`src/rtl/rx_desc_pkg.sv`:
```
package rx_desc_pkg;
    typedef enum logic [3:0] {
        ST_IDLE, ST_RD0, ST_RD1, ST_RD2, ST_RD3,
        ST_RECV, ST_WSIZE, ST_WSTAT, ST_NORES
    } rdw_state_e;

    localparam logic [1:0] WR_BYTE = 2'd0;
    localparam logic [1:0] WR_HALF = 2'd1;

    localparam int unsigned HDR_BYTES = 16;
    localparam int unsigned OFS_LINK  = 4;
    localparam int unsigned OFS_SIZE  = 12;
    localparam int unsigned SZ_W      = 16;

    localparam logic [2:0] CMD_START = 3'd1;

    localparam logic [3:0] RU_IDLE  = 4'd0;
    localparam logic [3:0] RU_NORES = 4'd2;
    localparam logic [3:0] RU_READY = 4'd4;

    localparam int IRQ_FRAME_BIT = 6;
    localparam int IRQ_NORES_BIT = 4;

    localparam int SB_DONE  = 15;
    localparam int SB_GOOD  = 13;
    localparam int SB_OVR   = 8;
    localparam int SB_SHORT = 7;
    localparam int CB_END   = 15;
endpackage

```
`src/rtl/rdw_stat_word.sv`:
```
module rdw_stat_word
    import rx_desc_pkg::*;
(
    input  logic              ovf,
    input  logic              err,
    output logic [SZ_W-1:0]   word
);
    always_comb begin
        word           = '0;
        word[SB_DONE]  = 1'b1;
        word[SB_GOOD]  = ~(ovf | err);
        word[SB_OVR]   = ovf;
        word[SB_SHORT] = err;
    end
endmodule

```
`src/rtl/rdw_irq_latch.sv`:
```
module rdw_irq_latch #(
    parameter int IW = 8
) (
    input  logic          clk,
    input  logic          rst_n,
    input  logic [IW-1:0] set_i,
    input  logic [IW-1:0] ack_i,
    output logic [IW-1:0] q_o
);
    logic [IW-1:0] irq_d, irq_q;

    always_comb irq_d = (irq_q & ~ack_i) | set_i;

    always_ff @(posedge clk) begin
        if (!rst_n) irq_q <= '0;
        else        irq_q <= irq_d;
    end

    assign q_o = irq_q;
endmodule

```
`src/rtl/rdw_drop_cnt.sv`:
```
module rdw_drop_cnt #(
    parameter int CW = 32
) (
    input  logic          clk,
    input  logic          rst_n,
    input  logic          inc_i,
    output logic [CW-1:0] q_o
);
    logic [CW-1:0] cnt_d, cnt_q;

    always_comb cnt_d = inc_i ? cnt_q + 1'b1 : cnt_q;

    always_ff @(posedge clk) begin
        if (!rst_n) cnt_q <= '0;
        else        cnt_q <= cnt_d;
    end

    assign q_o = cnt_q;
endmodule

```
`src/rtl/rx_desc_writer.sv`:
```
module rx_desc_writer
    import rx_desc_pkg::*;
#(
    parameter int AW = 32,
    parameter int CW = 32,
    parameter int IW = 8
) (
    input  logic          clk,
    input  logic          rst_n,
    input  logic          cmd_valid,
    input  logic [2:0]    cmd_code,
    input  logic [AW-1:0] cmd_addr,
    input  logic [IW-1:0] irq_ack,
    input  logic          rx_valid,
    input  logic [7:0]    rx_data,
    input  logic          rx_last,
    input  logic          rx_err,
    output logic          rx_ready,
    output logic          mem_rd_en,
    output logic [AW-1:0] mem_rd_addr,
    input  logic [31:0]   mem_rd_data,
    output logic          mem_wr_en,
    output logic [1:0]    mem_wr_len,
    output logic [AW-1:0] mem_wr_addr,
    output logic [31:0]   mem_wr_data,
    output logic [3:0]    ru_state,
    output logic [IW-1:0] irq_status,
    output logic [CW-1:0] drop_cnt
);
    localparam logic [AW-1:0] HDR_OFS  = AW'(HDR_BYTES);
    localparam logic [AW-1:0] LINK_OFS = AW'(OFS_LINK);
    localparam logic [AW-1:0] SIZE_OFS = AW'(OFS_SIZE);

    typedef struct packed {
        rdw_state_e       st;
        logic [AW-1:0]    base;
        logic [AW-1:0]    link;
        logic             last_desc;
        logic [SZ_W-1:0]  cap;
        logic [SZ_W-1:0]  cnt;
        logic             ovf;
        logic             err;
        logic             dropping;
    } regs_t;

    regs_t r_d, r_q;

    logic [IW-1:0]   irq_set;
    logic            drop_inc;
    logic [SZ_W-1:0] stat_word;
    logic            start_req;

    rdw_stat_word u_stat (
        .ovf  (r_q.ovf),
        .err  (r_q.err),
        .word (stat_word)
    );

    rdw_irq_latch #(.IW(IW)) u_irq (
        .clk   (clk),
        .rst_n (rst_n),
        .set_i (irq_set),
        .ack_i (irq_ack),
        .q_o   (irq_status)
    );

    rdw_drop_cnt #(.CW(CW)) u_drop (
        .clk   (clk),
        .rst_n (rst_n),
        .inc_i (drop_inc),
        .q_o   (drop_cnt)
    );

    assign start_req = cmd_valid && (cmd_code == CMD_START);

    always_comb begin
        r_d         = r_q;
        rx_ready    = 1'b0;
        mem_rd_en   = 1'b0;
        mem_rd_addr = '0;
        mem_wr_en   = 1'b0;
        mem_wr_len  = WR_BYTE;
        mem_wr_addr = '0;
        mem_wr_data = '0;
        irq_set     = '0;
        drop_inc    = 1'b0;

        unique case (r_q.st)
            ST_IDLE, ST_NORES: begin
                // no descriptor loaded: swallow the stream
                rx_ready = 1'b1;
                if (rx_valid) begin
                    if (rx_last) begin
                        drop_inc   = 1'b1;
                        r_d.dropping = 1'b0;
                    end else begin
                        r_d.dropping = 1'b1;
                    end
                end
                if (start_req && !r_q.dropping && !(rx_valid && !rx_last)) begin
                    r_d.base = cmd_addr;
                    r_d.st   = ST_RD0;
                end
            end
            ST_RD0: begin
                mem_rd_en   = 1'b1;
                mem_rd_addr = r_q.base;
                r_d.cnt     = '0;
                r_d.ovf     = 1'b0;
                r_d.err     = 1'b0;
                r_d.st      = ST_RD1;
            end
            ST_RD1: begin
                mem_rd_en     = 1'b1;
                mem_rd_addr   = r_q.base + LINK_OFS;
                r_d.last_desc = mem_rd_data[16 + CB_END];
                r_d.st        = ST_RD2;
            end
            ST_RD2: begin
                mem_rd_en   = 1'b1;
                mem_rd_addr = r_q.base + SIZE_OFS;
                r_d.link    = mem_rd_data;
                r_d.st      = ST_RD3;
            end
            ST_RD3: begin
                r_d.cap = mem_rd_data[16 +: SZ_W];
                r_d.st  = ST_RECV;
            end
            ST_RECV: begin
                rx_ready = 1'b1;
                if (rx_valid) begin
                    r_d.err = r_q.err | rx_err;
                    if (r_q.cnt < r_q.cap) begin
                        mem_wr_en   = 1'b1;
                        mem_wr_len  = WR_BYTE;
                        mem_wr_addr = r_q.base + HDR_OFS + AW'(r_q.cnt);
                        mem_wr_data = {24'd0, rx_data};
                        r_d.cnt     = r_q.cnt + 1'b1;
                    end else begin
                        r_d.ovf = 1'b1;
                    end
                    if (rx_last) r_d.st = ST_WSIZE;
                end
            end
            ST_WSIZE: begin
                mem_wr_en   = 1'b1;
                mem_wr_len  = WR_HALF;
                mem_wr_addr = r_q.base + SIZE_OFS;
                mem_wr_data = {{(32-SZ_W){1'b0}}, r_q.cnt};
                r_d.st      = ST_WSTAT;
            end
            ST_WSTAT: begin
                mem_wr_en              = 1'b1;
                mem_wr_len             = WR_HALF;
                mem_wr_addr            = r_q.base;
                mem_wr_data            = {{(32-SZ_W){1'b0}}, stat_word};
                irq_set[IRQ_FRAME_BIT] = 1'b1;
                if (r_q.last_desc) begin
                    irq_set[IRQ_NORES_BIT] = 1'b1;
                    r_d.st                 = ST_NORES;
                end else begin
                    r_d.base = r_q.link;
                    r_d.st   = ST_RD0;
                end
            end
            default: r_d.st = ST_IDLE;
        endcase
    end

    always_ff @(posedge clk) begin
        if (!rst_n) r_q <= '{st: ST_IDLE, default: '0};
        else        r_q <= r_d;
    end

    always_comb begin
        unique case (r_q.st)
            ST_IDLE:  ru_state = RU_IDLE;
            ST_NORES: ru_state = RU_NORES;
            default:  ru_state = RU_READY;
        endcase
    end

    logic [AW-1:0]   chk_base;
    logic [SZ_W-1:0] chk_cap;
    logic            chk_dropping;
    assign chk_base     = r_q.base;
    assign chk_cap      = r_q.cap;
    assign chk_dropping = r_q.dropping;
endmodule

```
`config.mk`:
```
export PLATFORM = sky130hd
export DESIGN_NAME = rx_desc_writer
export DESIGN_NICKNAME = d
export VERILOG_FILES = /design/src/rtl/rx_desc_pkg.sv /design/src/rtl/rdw_stat_word.sv /design/src/rtl/rdw_irq_latch.sv /design/src/rtl/rdw_drop_cnt.sv /design/src/rtl/rx_desc_writer.sv
export SDC_FILE = /design/constraint.sdc
export NUM_CORES = 1
export LEC_CHECK = 0
export BUFFER_PORTS_ARGS = -buffer_cell sky130_fd_sc_hd__buf_2
export CORE_MARGIN = 3
export CORE_UTILIZATION = 38
export DETAILED_ROUTE_END_ITERATION = 10
export HOLD_SLACK_MARGIN = 0.08
export RECOVER_POWER = 25
export SLEW_MARGIN = 20
export SYNTH_ARGS = -nofsm -noshare
export SYNTH_HDL_FRONTEND = slang
export SYNTH_HIERARCHICAL = 1
export SYNTH_SLANG_ARGS = --single-unit
```
`constraint.sdc`:
```
create_clock -name clk -period 9.9 [get_ports clk]
set_input_delay 1.98 -clock clk [delete_from_list [all_inputs] [get_ports clk]]
set_output_delay 1.98 -clock clk [all_outputs]
set_load 0.02 [all_outputs]
```
Yosys cells after proc, flatten, opt, wreduce, memory -nomap -nowiden
Cells that the tools add are included.
- add/subtract/negate cells: 6
- magnitude comparators: 1
- equality and inequality tests: 15
- mux-type cells: 32
- bitwise logic cells: 6
- reduce and logical (&&, ||, !) cells: 20
- operators by type and width (kind ; count):
    $pmux W32 S3 ; 2
    $mux W32 ; 3
    $pmux W32 S2 ; 1
    $pmux W16 S3 ; 1
    $mux W36 ; 1
    $pmux W18 S2 ; 1
    $add A32 B1 Y32 const B ; 1
    $add A32 B16 Y32 ; 1
    $add A32 B3 Y32 const B ; 1
    $add A32 B4 Y32 const B ; 1
    $add A32 B5 Y32 const B ; 1
    $pmux W4 S8 ; 1
    $mux W18 ; 1
    $add A16 B1 Y16 const B ; 1
    $eq A4 B3 Y1 const B ; 4
    $lt A16 B16 Y1 ; 1
    $mux W16 ; 1
    $mux W8 ; 2
    $mux W1 ; 13
    $mux W4 ; 3
    $ne A2 B2 Y1 const B ; 6
    $reduce_and A3 Y1 ; 4
    $and A8 B8 Y8 ; 1
    $eq A4 B2 Y1 const B ; 2
    other kinds (16) ; 26
- flip-flop bits (word level): 144
- input port bits: 89
- logic and storage cells: 91

Depth between registers and ports, before layout
- word-level depth: 6
- mapped depth: 13
- depth with buffers taken out: 11

Modules after synthesis
Netlist, hierarchy kept.
- modules (own cells, without submodules) (module ; instances ; cells each ; area an instance (µm²) ; seq. area each (µm²)):
    rx_desc_writer ; 1 ; 1268 ; 9001.1 ; 2082.0
    rdw_drop_cnt ; 1 ; 176 ; 1562.7 ; 640.6
    rdw_irq_latch ; 1 ; 25 ; 337.8 ; 160.2
    rdw_stat_word ; 1 ; 18 ; 123.9 ; 0.0

Least setup slack after synthesis
OpenSTA, ideal clock, no wires.
- path kind: input -> output
- start: input rx_valid
- end: output mem_wr_addr[27]
- data arrival time: 3.449 ns
- data required time: 7.920 ns
- slack: 4.471 ns
- stages: 5
- path buffers: 1
- cell sequence: nand2_1 > clkbuf_1 > nor2_1 > a21oi_1 > o41ai_1
- word-level cells in the longest chain between the ends: 2
- ends and longest elaborated chain (element ; RTL line ; RTL):
    from (decl) ; rx_desc_writer.sv:14 ; input logic rx_valid,
    $mux W32 ; rx_desc_writer.sv:131 ; if (rx_valid) begin
    $pmux W32 S3 ; rx_desc_writer.sv:88 ; unique case (r_q.st)
    to (decl) ; rx_desc_writer.sv:24 ; output logic [AW-1:0] mem_wr_addr,
Every way passes these cells.

Final worst setup path
- start: register r_q (netlist bit chk_base[4])
- end: output mem_wr_addr[26]
- word-level cells in the longest chain between the ends: 5
- elaborated cells on any way between the ends: 6
- those cells by class: add/sub (3); mux (3)
- ends and longest elaborated chain (element ; RTL line ; RTL):
    from (decl) ; rx_desc_writer.sv:46 ; regs_t r_d, r_q;
    from (signal assigned) ; rx_desc_writer.sv:172 ; else r_q <= r_d;
    $add A32 B5 Y32 ; rx_desc_writer.sv:136 ; mem_wr_addr = r_q.base + HDR_OFS + AW'(r_q.cnt);
    $add A32 B16 Y32 ; rx_desc_writer.sv:136 ;
    $mux W32 ; rx_desc_writer.sv:133 ; if (r_q.cnt < r_q.cap) begin
    $mux W32 ; rx_desc_writer.sv:131 ;
    $pmux W32 S3 * ; rx_desc_writer.sv:88 ;
Mark *: on every way between the ends. The rest lies on a longest branch, timed or not.

==> run_results.csv <==
group,metric,value,unit
timing,finalCriticalPeriod,6.13,ns
synthesis,ys.flop_type,"dfxtp_1",
clock_tree,cts_buffers,17,
timing,setup_tns,0,ns
timing,fin_worst_skew,0.0159,ns
synthesis,ys_seq_area_share,26.1,%
placed_design,hpwlAfterDp,28.6,mm
global_route,grt_pass1_vias,10600,
cells_and_area,post-route-util,44.9,%
worst_setup_path,rr_worst_depth,8,
synthesis,synth_top_cell_by_area,"dfxtp_1",
cells_and_area,nets,1771,
placed_design,dp_slack,4.09,ns
pwr,swShare,40.1,%
outcome,failed_checks,"capacitance limit, slew limit",
synthesis,yosysWarnings,6,
timing,worst_pin_slew,3.01,ns
worst_setup_path,cp-start-kind,"flop",
job,cap_violations,1,
synthesis,netlist_instances,1487,
cells_and_area,area_growth,14.7,%
clock_tree,cts_tree,"built",
timing,hold_viol,0,
die,initial_core_util,39.1,%
global_route,grt_use_met3,4.99,%
route,postRouteAntennaNets,0,
placed_design,place.gp.congestion,0.933,
worst_setup_path,crit_path_end_kind,"output port",
synthesis,synth_edf_count,0,
global_route,globalRouteOverflowTotal,0,
timing,report.final.slew_viol_count,73,
timing,relSlewSlack,-101,%
worst_setup_path,cp_max_fo,12,
clock_tree,clk_path_buf_depth,2,
route,drtPass1Iterations,5,
global_route,grt_use_met1,31.1,%
cells_and_area,fin_area,12600,um^2
route,avgRoutedWirePerCell,18.9,um
die,rows,61,
timing,fin_crit_sh,61.9,%
clock_tree,clkLatencyLatePin,0.43,ns
global_route,grt_pass1_wl,59.3,mm
die,ios,234,
die,core,28200,um^2
pwr,power_frac_comb,29.7,%
pwr,p_per_area,161,nW/um^2
timing,worst_slack,3.77,ns
cells_and_area,nFillCells,2888,
worst_setup_path,reg2reg_from,"r_q[100]",
worst_setup_path,cp_data_required_time,7.92,ns
worst_setup_path,critical_path_class,"flop to output port",
synthesis,synth_top_area_share,26.1,%
global_route,use_met2,39.0,%
global_route,antenna_found_initial,9,
worst_setup_path,ff2ff_setup_slack,5.95,ns
clock_tree,clock-sinks,144,
min_path,worstHoldStart,"chk_cap[0]",
min_path,min_to,"chk_cap[0]",
die,die_y,176,um
cells_and_area,drive_gt1_share,16.7,%
global_route,grt_max_degree,90,
die,die_area,31100,um^2
timing,max_freq,163,MHz
clock_tree,clk_pin_slew,0.06,ns
placed_design,io_buffers,214,
worst_setup_path,setup.worst_path.start,"chk_base[4]",
clock_tree,clock-root-buffer,"clkbuf_16",
timing,setup_viol,0,
placed_design,placed_cell_area,12100,um^2
pwr,power_frac_seq,39.0,%
route,drt-initial-drc-count,899,
clock_tree,cts.repair_timing.setup_buffer_count,0,
pwr,internal_power,1.22,mW
synthesis,synthArstFlopShare,0,%
synthesis,synth.avg_cell_area,7.41,um^2
clock_tree,cts.repair.resized,0,
synthesis,synth_area,11000,um^2
clock_tree,htreeDepth,4,
route,drc,0,
pwr,p_leak,5.27,nW
die,chipWidth,176,um
worst_setup_path,cp_data_arrival_time,4.15,ns
clock_tree,cts_hold_buf,0,
route,routed_via_density,5.70,
synthesis,ys_ff_latch,144,
pwr,p_switching,815,uW
global_route,globalRoute.busiestLayer,"met2",
outcome,outcome,"finished with violations",
synthesis,ys_top_cells_by_area,"dfxtp_1 (26%), nand2_1 (9.1%), ha_1 (5.8%), nor2_1 (4.2%), a21boi_0 (3.4%)",
pwr,ir_worst_vdd,126,uV
global_route,grt.total_usage,23.8,%
route,routed_wl,38.3,mm
min_path,worstHoldPathCells,2,
min_path,hold_path_class,"flop to flop",
synthesis,synth_cell_types,85,
pwr,clkPwrFrac,31.2,%
timing,rsz0062_at_grt,"false",
route,vias,11500,
worst_setup_path,regToRegEndpoint,"u_drop/q_o[22]",
-- state kept, by name, summed over array words and instances (netlist names) --
register and count:
chk_cap 16, chk_base 32, u_irq/q_o 8, u_drop/q_o 32, chk_dropping 1, r_q 55
-- worst max-delay path: stages, from the launching register on --
cell	delay [ns]
dfxtp_1	0.65
inv_1	0.16
ha_1	0.31
inv_1	0.04
ha_1	0.31
o21ai_0	0.14
o21a_1	0.23
o21ba_2	0.23
o21ai_1	0.21
nand4_1	0.45
or3_1	0.49
a221o_1	0.35
buf_2	0.16
-- metal layers --
layer,up-vias,wire [um]
met5,-,86
met4,16,1250
met3,79,2870
met2,442,17600
met1,5469,16400
li1,5530,-
-- cells in the final DEF (no fill, tap or decap), types with 7 or more instances in the layout --
cell type / Yosys / final
nand2_1: 268 / 268
buf_2: 18 / 189
dfxtp_1: 144 / 143
nor2_1: 123 / 121
o21ai_0: 70 / 70
nand3_1: 69 / 69
a21oi_1: 66 / 66
ha_1: 51 / 51
a21boi_0: 50 / 50
inv_1: 39 / 39
conb_1: 3 / 38
xor2_1: 37 / 37
nand4_1: 33 / 33
o211a_1: 32 / 32
xnor2_1: 31 / 31
mux2i_1: 27 / 27
nor3_1: 28 / 27
clkbuf_1: 65 / 26
nand2b_1: 19 / 19
o21a_1: 19 / 19
nor4_1: 17 / 17
clkbuf_16: 0 / 17
o22ai_1: 16 / 16
buf_4: 40 / 14
and3_1: 13 / 13
o31ai_1: 12 / 12
and2_1: 12 / 11
o211ai_1: 9 / 9
or3_1: 9 / 9
o311ai_0: 9 / 9
o41ai_1: 9 / 9
a211oi_1: 8 / 8
a22oi_1: 8 / 8
or4_1: 8 / 8
nor2b_4: 8 / 8
inv_6: 0 / 7
-- power by group through the flow --
stage	Sequential (mW)	Combinational, mW	Clock, mW
after floorplan	0.676	0.538	0
after global placement	0.798	0.593	0
after detailed placement	0.800	0.596	0
after CTS	0.787	0.599	0.648
after global routing	0.801	0.663	0.672
final	0.794	0.604	0.635
-- area by class of cell --
class                   instances  area [um^2]  share of cell area (%)
inverters                      40          150                    1.19
flip-flops and latches        144         2890                    22.8
multi-input cells            1199         7410                    58.6
diodes                          2         5.00                  0.0396
clock inverters                14          144                    1.14
well taps                     378          473                    3.74
clock buffers                  18          429                    3.39
repair buffers                228         1140                    9.05
-- through the flow --
| stage | hold slack (ns) | instances | total power, mW |
|---|---|---|---|
| floorplan | 0.439 | 1522 | 1.21 |
| global placement | 0.452 | 1989 | 1.39 |
| detailed placement | 0.458 | 1989 | 1.40 |
| CTS | 0.467 | 2021 | 2.04 |
| global route | 0.489 | 2022 | 2.14 |
| finish | 0.466 | 2023 | 2.03 |
-- cell usage after synthesis, types with 5 or more instances --
cell and instances:
o31a_1 5, nor4_1 17, xnor2_1 31, and2_1 12, a211oi_1 8, buf_2 18
and3_1 13, a21boi_0 50, buf_1 11, or3_1 9, o2111ai_1 5, inv_1 39
or4_1 8, o22ai_1 16, a21oi_1 66, nor2b_4 8, nand2b_1 19, nor2b_1 6
nand2_1 268, clkbuf_1 65, dfxtp_1 144, a31oi_1 6, o211ai_1 9, buf_4 40
mux2i_1 27, or2_2 6, ha_1 51, o311ai_0 9, nand4_1 33, o211a_1 32
a22oi_1 8, nor2_1 123, nand3_1 69, xor2_1 37, o41ai_1 9, o21ai_0 70
o31ai_1 12, o21a_1 19, nor3_1 28, a32oi_1 6
-- worst max-delay path by stage --
| stage | depth (start not counted) | slack, ns | to |
|---|---|---|---|
| 3_3_place_gp | 8 | 4.15 | mem_wr_addr[24] |
| 5_1_grt | 12 | 3.50 | mem_wr_addr[26] |
| 3_5_place_dp | 8 | 4.09 | mem_wr_addr[24] |
| 6_report | 12 | 3.77 | mem_wr_addr[26] |
| 2_1_floorplan | 5 | 4.47 | mem_wr_addr[27] |
| 4_1_cts | 12 | 3.79 | mem_wr_addr[26] |
-- cells by family (layout without fill, tap and decap cells) --
group / Yosys count / in the layout / synth area share (%)
AND/OR/NAND/NOR: 647 / 647 / 28.6
AO/OA/AOI/OAI: 365 / 365 / 23.2
buffers and inverters: 179 / 300 / 7.98
flip-flops: 144 / 144 / 26.1
XOR/XNOR: 68 / 68 / 5.40
adder cells (fa/ha/maj): 52 / 52 / 5.97
multiplexers: 29 / 29 / 2.69
other: 3 / 40 / 0.102
Note: power is estimated with default switching activity, not from simulation.
